==> src/rtl/hpair_pkg.sv <==
package hpair_pkg;

  typedef struct packed {
    logic capture;
    logic zeroOut;
    logic wide;
    logic sub;
    logic sat;
    logic half;
  } hpair_strb_t;

  function automatic logic [15:0] pairOp16(input logic [15:0] lo,
                                           input logic [15:0] hi,
                                           input logic sub,
                                           input logic sat);
    logic signed [16:0] ext;
    logic [15:0] outv;
    if (sub) ext = $signed({lo[15], lo}) - $signed({hi[15], hi});
    else     ext = $signed({lo[15], lo}) + $signed({hi[15], hi});
    outv = ext[15:0];
    if (sat && (ext[16] != ext[15])) outv = ext[16] ? 16'h8000 : 16'h7FFF;
    return outv;
  endfunction

  function automatic logic [31:0] pairOp32(input logic [31:0] lo,
                                           input logic [31:0] hi,
                                           input logic sub);
    return sub ? (lo - hi) : (lo + hi);
  endfunction

endpackage

==> src/rtl/hpair_ctrl.sv <==
module hpair_ctrl
  import hpair_pkg::*;
(
  input  logic        clk,
  input  logic        rstN,
  input  logic        start,
  input  logic        wideLanes,
  input  logic        subMode,
  input  logic        satMode,
  input  logic        halfMode,
  output hpair_strb_t strb,
  output logic        validOut
);

  logic illegalSel;
  assign illegalSel = satMode & wideLanes;

  always_comb begin
    strb.capture = start;
    strb.zeroOut = illegalSel;
    strb.wide    = wideLanes;
    strb.sub     = subMode;
    strb.sat     = satMode & ~wideLanes;
    strb.half    = halfMode;
  end

  always_ff @(posedge clk) begin
    if (!rstN) validOut <= 1'b0;
    else       validOut <= start;
  end

endmodule

==> src/rtl/hpair_dp.sv <==
module hpair_dp
  import hpair_pkg::*;
#(
  parameter int DATA_W = 128
) (
  input  logic              clk,
  input  logic              rstN,
  input  hpair_strb_t       strb,
  input  logic [DATA_W-1:0] opA,
  input  logic [DATA_W-1:0] opB,
  output logic [DATA_W-1:0] resOut
);

  localparam int N16   = DATA_W / 16;
  localparam int P16F  = N16 / 2;
  localparam int P16H  = N16 / 4;
  localparam int N32   = DATA_W / 32;
  localparam int P32F  = N32 / 2;
  localparam int P32H  = N32 / 4;
  localparam int HALFW = DATA_W / 2;

  logic [DATA_W-1:0] full16, half16, full32, half32, picked;

  // full-width, 16-bit elements
  for (genvar j = 0; j < P16F; j++) begin : g_f16
    assign full16[j*16 +: 16] =
      pairOp16(opA[(2*j)*16 +: 16], opA[(2*j+1)*16 +: 16], strb.sub, strb.sat);
    assign full16[(j+P16F)*16 +: 16] =
      pairOp16(opB[(2*j)*16 +: 16], opB[(2*j+1)*16 +: 16], strb.sub, strb.sat);
  end

  // narrow mode, 16-bit elements
  for (genvar j = 0; j < P16H; j++) begin : g_h16
    assign half16[j*16 +: 16] =
      pairOp16(opA[(2*j)*16 +: 16], opA[(2*j+1)*16 +: 16], strb.sub, strb.sat);
    assign half16[(j+P16H)*16 +: 16] =
      pairOp16(opB[(2*j)*16 +: 16], opB[(2*j+1)*16 +: 16], strb.sub, strb.sat);
  end
  assign half16[DATA_W-1:HALFW] = '0;

  // full-width, 32-bit elements
  for (genvar j = 0; j < P32F; j++) begin : g_f32
    assign full32[j*32 +: 32] =
      pairOp32(opA[(2*j)*32 +: 32], opA[(2*j+1)*32 +: 32], strb.sub);
    assign full32[(j+P32F)*32 +: 32] =
      pairOp32(opB[(2*j)*32 +: 32], opB[(2*j+1)*32 +: 32], strb.sub);
  end

  // narrow mode, 32-bit elements
  for (genvar j = 0; j < P32H; j++) begin : g_h32
    assign half32[j*32 +: 32] =
      pairOp32(opA[(2*j)*32 +: 32], opA[(2*j+1)*32 +: 32], strb.sub);
    assign half32[(j+P32H)*32 +: 32] =
      pairOp32(opB[(2*j)*32 +: 32], opB[(2*j+1)*32 +: 32], strb.sub);
  end
  assign half32[DATA_W-1:HALFW] = '0;

  always_comb begin
    unique case ({strb.wide, strb.half})
      2'b00:   picked = full16;
      2'b01:   picked = half16;
      2'b10:   picked = full32;
      default: picked = half32;
    endcase
  end

  always_ff @(posedge clk) begin
    if (!rstN)             resOut <= '0;
    else if (strb.capture) resOut <= strb.zeroOut ? '0 : picked;
  end

endmodule

==> src/rtl/hpair_unit.sv <==
module hpair_unit
  import hpair_pkg::*;
#(
  parameter int DATA_W = 128
) (
  input  logic              clk,
  input  logic              rstN,
  input  logic              start,
  input  logic              wideLanes,
  input  logic              subMode,
  input  logic              satMode,
  input  logic              halfMode,
  input  logic [DATA_W-1:0] opA,
  input  logic [DATA_W-1:0] opB,
  output logic [DATA_W-1:0] result,
  output logic              resultValid
);

  hpair_strb_t strb;

  hpair_ctrl u_ctrl (
    .clk      (clk),
    .rstN     (rstN),
    .start    (start),
    .wideLanes(wideLanes),
    .subMode  (subMode),
    .satMode  (satMode),
    .halfMode (halfMode),
    .strb     (strb),
    .validOut (resultValid)
  );

  hpair_dp #(.DATA_W(DATA_W)) u_dp (
    .clk   (clk),
    .rstN  (rstN),
    .strb  (strb),
    .opA   (opA),
    .opB   (opB),
    .resOut(result)
  );

endmodule

==> config.mk <==
export PLATFORM = sky130hd
export DESIGN_NAME = hpair_unit
export DESIGN_NICKNAME = d
export VERILOG_FILES = /design/src/rtl/hpair_pkg.sv /design/src/rtl/hpair_ctrl.sv /design/src/rtl/hpair_dp.sv /design/src/rtl/hpair_unit.sv
export SDC_FILE = /design/constraint.sdc
export NUM_CORES = 1
export LEC_CHECK = 0
export ABC_AREA = 1
export BUFFER_PORTS_ARGS = -buffer_cell sky130_fd_sc_hd__buf_2
export CAP_MARGIN = 40
export CORE_MARGIN = 2
export CORE_UTILIZATION = 35
export CTS_CLUSTER_SIZE = 25
export DETAILED_ROUTE_END_ITERATION = 7
export HOLD_SLACK_MARGIN = 0.08
export PLACE_DENSITY = 0.55
export SYNTH_ARGS = -nofsm -noshare
export SYNTH_HDL_FRONTEND = slang
export SYNTH_HIERARCHICAL = 1
export SYNTH_SLANG_ARGS = --single-unit
==> constraint.sdc <==
create_clock -name clk -period 5 [get_ports clk]
set_clock_uncertainty 0.2 [all_clocks]
set_input_delay 1 -clock clk [delete_from_list [all_inputs] [get_ports clk]]
set_output_delay 1 -clock clk [all_outputs]
set_load 0.05 [all_outputs]
-- After elaboration in Yosys (flattened, before gate mapping)
Cells that the tools add are included.
- add/subtract/negate cells: 24
- equal/unequal tests: 10
- mux-type cells: 30
- bitwise gates (word level): 3
- reductions and logical operators: 9
- operator list (cell ; number):
    128-bit case mux with 3 select lines ; 1
    16-bit two-way mux ; 16
    16-bit by 16-bit adder with 17-bit output ; 8
    17-bit two-way mux ; 8
    16-bit by 16-bit subtractor with 17-bit output ; 8
    32-bit adder ; 4
    128-bit two-way mux ; 1
    32-bit two-way mux ; 4
    32-bit subtractor ; 4
    1-bit logical AND ; 8
    1-bit != test ; 8
    1-bit bitwise AND ; 2
    2-bit by 1-bit equality test with 1-bit output (second input constant) ; 1
    2-bit equality test (second input constant) ; 1
    2-bit logical NOT ; 1
    1-bit inverter ; 1
- bits in registers: 129
- input port bits: 263
- output and inout port bits: 129
- logic and storage cells: 78

-- Logic depth before layout (Yosys ltp)
- word-level depth: 7
- depth in mapped cells: 30
- depth with buffers taken out: 28

-- By module
The synthesis kept the hierarchy.
- modules (own cells, without submodules) (module ; instances ; cells each ; area an instance (sq um) ; seq. area each (sq um)):
    hpair_dp ; 1 ; 4756 ; 26969.6 ; 2562.5
    hpair_ctrl ; 1 ; 12 ; 82.6 ; 20.0

-- Worst setup path after synthesis
OpenSTA, ideal clock, no wires.
- kind: input to register
- from: input subMode
- to: register u_dp.resOut[49]
- setup time: 0.134 ns
- arrival time: 4.028 ns
- required time: 4.666 ns
- setup slack: 0.638 ns
- stages on the path: 22
- buffers on the path: 6
- path through: buf_4 -> buf_4 -> inv_2 -> buf_4 -> buf_2 -> buf_2 -> clkbuf_1 -> nand2_1 -> xnor2_1 -> inv_1 -> ha_1 -> a21oi_1 -> o21ai_0 -> a21oi_1 -> o21ai_0 -> a21oi_1 -> inv_1 -> or2_2 -> nand3_1 -> nand2_1 -> nand2_1 -> a21oi_1
- longest elaborated chain between the ends: 6
- elaborated cells on any way between the ends: 14
- classes of those cells: 2 x eq/ne; 10 x mux; 2 x reduce/logical
- RTL lines (what ; RTL line ; source):
    from (decl) ; hpair_unit.sv:10 ; input logic subMode,
    17-bit two-way mux ; hpair_pkg.sv:18 ; if (sub) ext = $signed({lo[15], lo}) - $signed({hi[15], hi});
    1-bit != test ; hpair_pkg.sv:21 ; if (sat && (ext[16] != ext[15])) outv = ext[16] ? 16'h8000 : 16'h7FFF;
    1-bit logical AND ; hpair_pkg.sv:21 ;
    16-bit two-way mux ; hpair_pkg.sv:21 ;
    128-bit case mux with 3 select lines * ; hpair_dp.sv:59 ; unique case ({strb.wide, strb.half})
    128-bit two-way mux * ; hpair_dp.sv:69 ; else if (strb.capture) resOut <= strb.zeroOut ? '0 : picked;
    to (signal assigned) ; hpair_dp.sv:69 ;
    to (decl) ; hpair_dp.sv:11 ; output logic [DATA_W-1:0] resOut
Mark *: on every way between the ends. The rest lies on a longest branch, timed or not.
A chain may end at the register's enable or synchronous reset.

-- Worst setup path after layout
- from: input opA[96]
- to: register u_dp.resOut[57]
- longest elaborated chain between the ends: 7
- elaborated cells on any way between the ends: 12
- classes of those cells: 4 x add/sub; 1 x eq/ne; 6 x mux; 1 x reduce/logical
- RTL lines (what ; RTL line ; source):
    from (decl) ; hpair_unit.sv:13 ; input logic [DATA_W-1:0] opA,
    16-bit by 16-bit adder with 17-bit output or 16-bit by 16-bit subtractor with 17-bit output (tied branches) ; hpair_pkg.sv:19, hpair_pkg.sv:18 ;
    17-bit two-way mux ; hpair_pkg.sv:18 ;
    1-bit != test ; hpair_pkg.sv:21 ;
    1-bit logical AND ; hpair_pkg.sv:21 ;
    16-bit two-way mux ; hpair_pkg.sv:21 ;
    128-bit case mux with 3 select lines * ; hpair_dp.sv:59 ;
    128-bit two-way mux * ; hpair_dp.sv:69 ;
Marks and branches as above.

==> flow_metrics.py <==
metrics = {
    "timing": {
        "whs_ns": 0.261,
        "final-hold-violation-count": 0,
        "layout_min_cycle_time_ns": 4.55,
        "setup_viol": 0,
        "slew_headroom_pct": 50.1,
        "fmax_ghz": 0.220,
        "fin_crit_sh_pct": 91.1,
        "tightest_slew_ns": 0.749,
        "rsz0062_at_grt": "false",
        "finalMaxSlewViolations": 0,
        "finalSetupTns_ns": 0,
    },
    "synth": {
        "syn_inst": 4768,
        "avgSynthCellArea_um2": 5.67,
        "synthesis.nets": 5307,
        "synth_warnings": 6,
        "synthTopCellsByArea": "nand2_1 20%, ha_1 12%, dfxtp_1 9.5%, a21oi_1 8.9%, inv_1 7.9%",
        "synth_edf_count": 0,
        "ys_ff_latch": 129,
        "synth_top_area_share_pct": 20.3,
        "synth_area_um2": 27100,
        "synth-main-ff-cell": "dfxtp_1",
        "synth_top_area_cell": "nand2_1",
        "synthArstFlopShare_pct": 0,
        "yosysUniqueCellTypes": 58,
        "synth.yosys.seq_area_share_pct": 9.55,
    },
    "worst_setup_path": {
        "path_class": "input pin to flip-flop",
        "rrSetupSlack_ns": 3.91,
        "crit_family": "simple AND/OR/NAND/NOR gates",
        "cp_common_cell": "nand2_1",
        "reg2reg_to": "u_dp/resOut[63]$_SDFFE_PN0P_",
        "worstRegToRegCells": 4,
        "timing.rr.start": "u_dp/resOut[63]$_SDFFE_PN0P_",
        "crit_path_max_incr_delay_ns": 0.39,
        "crit_fanout": 7,
        "crit_path_top_delay_cell": "ha_1",
        "path_buf_inv": 7,
        "crit_path_end_kind": "flip-flop",
        "critical_path_arrival_ns": 4.71,
        "start_kind": "input pin",
        "worstPathRequired_ns": 5.15,
    },
    "min_path": {
        "min_to": "u_dp/resOut[47]$_SDFFE_PN0P_",
        "hold_class": "flip-flop to flip-flop",
        "min_path_cells": 2,
        "hold_start": "u_dp/resOut[47]$_SDFFE_PN0P_",
    },
    "routing": {
        "wl_per_cell_um": 18.9,
        "antenna_left": 0,
        "vias_per_cell": 5.17,
        "first_pass_iters": 8,
        "vias": 32300,
        "drt-initial-drc-count": 2358,
        "wl_mm": 118,
        "post-route-drc-count": 0,
    },
    "clocking": {
        "cts_root_buf": "clkbuf_16",
        "h-tree-depth": 4,
        "numCtsBuffers": 17,
        "clkSinkCount": 129,
        "cts_resized": 0,
        "clk_latency_ns": 0.48,
        "cts_tree": "done",
        "clockBufferDepth": 2,
        "post_cts_buffers": 0,
        "cts_hold_buf": 0,
        "clk_pin_slew_worst_paths_ns": 0.07,
    },
    "cells_and_area": {
        "stdcell_area_um2": 31600,
        "multi_input_area_um2": 21700,
        "fill_cells": 8651,
        "area_delta_synth_final_pct": 16.7,
        "fin_nets": 5742,
        "drive_gt1_share_pct": 13.7,
        "seq_area_um2": 2580,
    },
    "global_route": {
        "grt_pass1_vias": 30500,
        "grtUsageTotal_pct": 28.9,
        "grt_max_degree": 91,
        "antenna_found_initial": 3,
        "grt_pass1_wl_mm": 177,
        "grt-ovfl-total": 0,
    },
    "placed_design": {
        "hpwlAfterDp_mm": 101,
        "gp_congestion": 1.00,
        "io_buffers": 391,
        "dpl_cell_area_um2": 31000,
    },
    "floorplanning": {
        "dieArea_um2": 79500,
        "die_h_um": 282,
        "die_x_um": 282,
        "boundaryPins": 392,
        "initial_utilization_pct": 35.5,
        "rows": 101,
        "core_um2": 76200,
    },
    "run_status": {
        "status": "completed",
    },
    "pwr": {
        "cellPowerDensity_nw_per_um2": 244,
        "irDropWorstVdd_v": 0.000222,
        "leakage_nw": 16.6,
    },
    "run": {
        "drv_cap": 0,
    },
}
==> cell usage after synthesis (3+ instances only) <==
cell type	instances
fa_1	12
dfxtp_1	129
xnor2_1	112
nor2_2	11
o41ai_1	5
clkbuf_1	70
nand2_2	28
nand3b_1	21
nor3_2	4
a21o_1	30
o21ai_2	14
o21ai_1	24
nand3_4	3
nor4_1	15
o21bai_1	20
a31oi_1	13
xor2_1	235
buf_6	10
nor3_1	59
buf_2	22
o211ai_1	8
inv_1	566
inv_2	9
a21oi_2	3
or2_2	36
o21ai_0	242
nand3_1	317
nand2_1	1460
o31ai_1	11
a21boi_0	10
nor2_1	392
o21a_1	15
nand3_2	13
nand4_1	49
ha_1	264
and2_1	4
buf_1	6
buf_4	16
a21oi_1	482
or2_1	3
==> logic make-up (layout without fill, tap and decap cells) <==
family	count (synthesis)	in the layout	synth area share, %
flops	129	129	9.55
other cells	0	1	0
compound gates	890	890	18.0
simple gates	2425	2425	37.8
fa+ha+maj	276	276	13.1
buf+inv	701	1149	10.3
xor+xnor	347	347	11.2
==> tightest hold or removal path: cells and delay by family (launching register included) <==
kind | cells | cell delay, ns
AO/OA/AOI/OAI | 1 | 0.05
flip-flops | 1 | 0.31
AND/OR/NAND/NOR | 1 | 0.06
==> layer usage <==
metal | track usage, % | routed length, µm | up-vias
li1 | - | - | 16400
met1 | 36.9 | 52000 | 14700
met2 | 50.0 | 55900 | 1005
met3 | 4.19 | 6980 | 148
met4 | 8.61 | 3150 | 2
met5 | 0 | 13 | -
==> layout make-up <==
type / instances / share of cell area [%]
clock buffer: 18 / 1.39
clock inverter: 14 / 0.531
timing repair buffer: 540 / 10.1
inverter: 577 / 6.89
sequential: 129 / 8.18
antenna: 1 / 0.00793
multi-input combinational: 3938 / 68.8
tap: 1030 / 4.08
==> stage by stage <==
step,utilization [%],cells,total power [W],setup WS (ns)
floorplan,-,4768,0.00464,0.638
global placement,40.5,6210,0.00629,-0.0420
detailed placement,40.6,6214,0.00628,-0.0249
CTS,41.4,6246,0.00770,0.496
global route,41.4,6246,0.00830,0.0602
finish,41.4,6247,0.00770,0.447
==> layout by cell type, fill, tap and decap left out, drive strengths merged, types with 2 or more instances in the layout <==
master   instances
or2             40
o2111ai          2
buf            540
nand3          333
nor3            63
dfxtp          129
and2             4
nand2b           2
inv            583
ha             264
fa              12
xnor2          112
nor4            15
o41ai            6
a21o            30
xor2           235
nand2         1490
o31ai           13
a21boi          10
nor2           405
o21ai          280
o21bai          20
o21a            15
clkbuf          18
clkinv           5
o211ai           8
nand3b          21
nand4           51
a21oi          486
a31oi           14
bufinv           2
==> registers in the layout (all words and copies together) (netlist names) <==
register	count
u_dp/resOut	128
u_ctrl/validOut	1
==> power by group <==
group	internal, W	switching, W	total (W)
Sequential	0.00112	0.0000645	0.00118
Clock	0.000765	0.000603	0.00137
Combinational	0.00172	0.00343	0.00515
Total	0.00360	0.00410	0.00770
==> how the worst max path moves through the flow <==
stage,startpoint,endpoint,slack [ns],depth (start not counted)
after detailed placement,opA[96],u_dp/resOut[61]$_SDFFE_PN0P_,-0.02,27
after floorplan,subMode,u_dp/resOut[49]$_SDFFE_PN0P_,0.64,22
after global placement,opA[96],u_dp/resOut[61]$_SDFFE_PN0P_,-0.04,27
after CTS,opA[96],u_dp/resOut[61]$_SDFFE_PN0P_,0.50,27
final,opA[96],u_dp/resOut[57]$_SDFFE_PN0P_,0.45,27
after global routing,opA[96],u_dp/resOut[63]$_SDFFE_PN0P_,0.06,26
No activity file was read; power rests on OpenSTA's default activity.
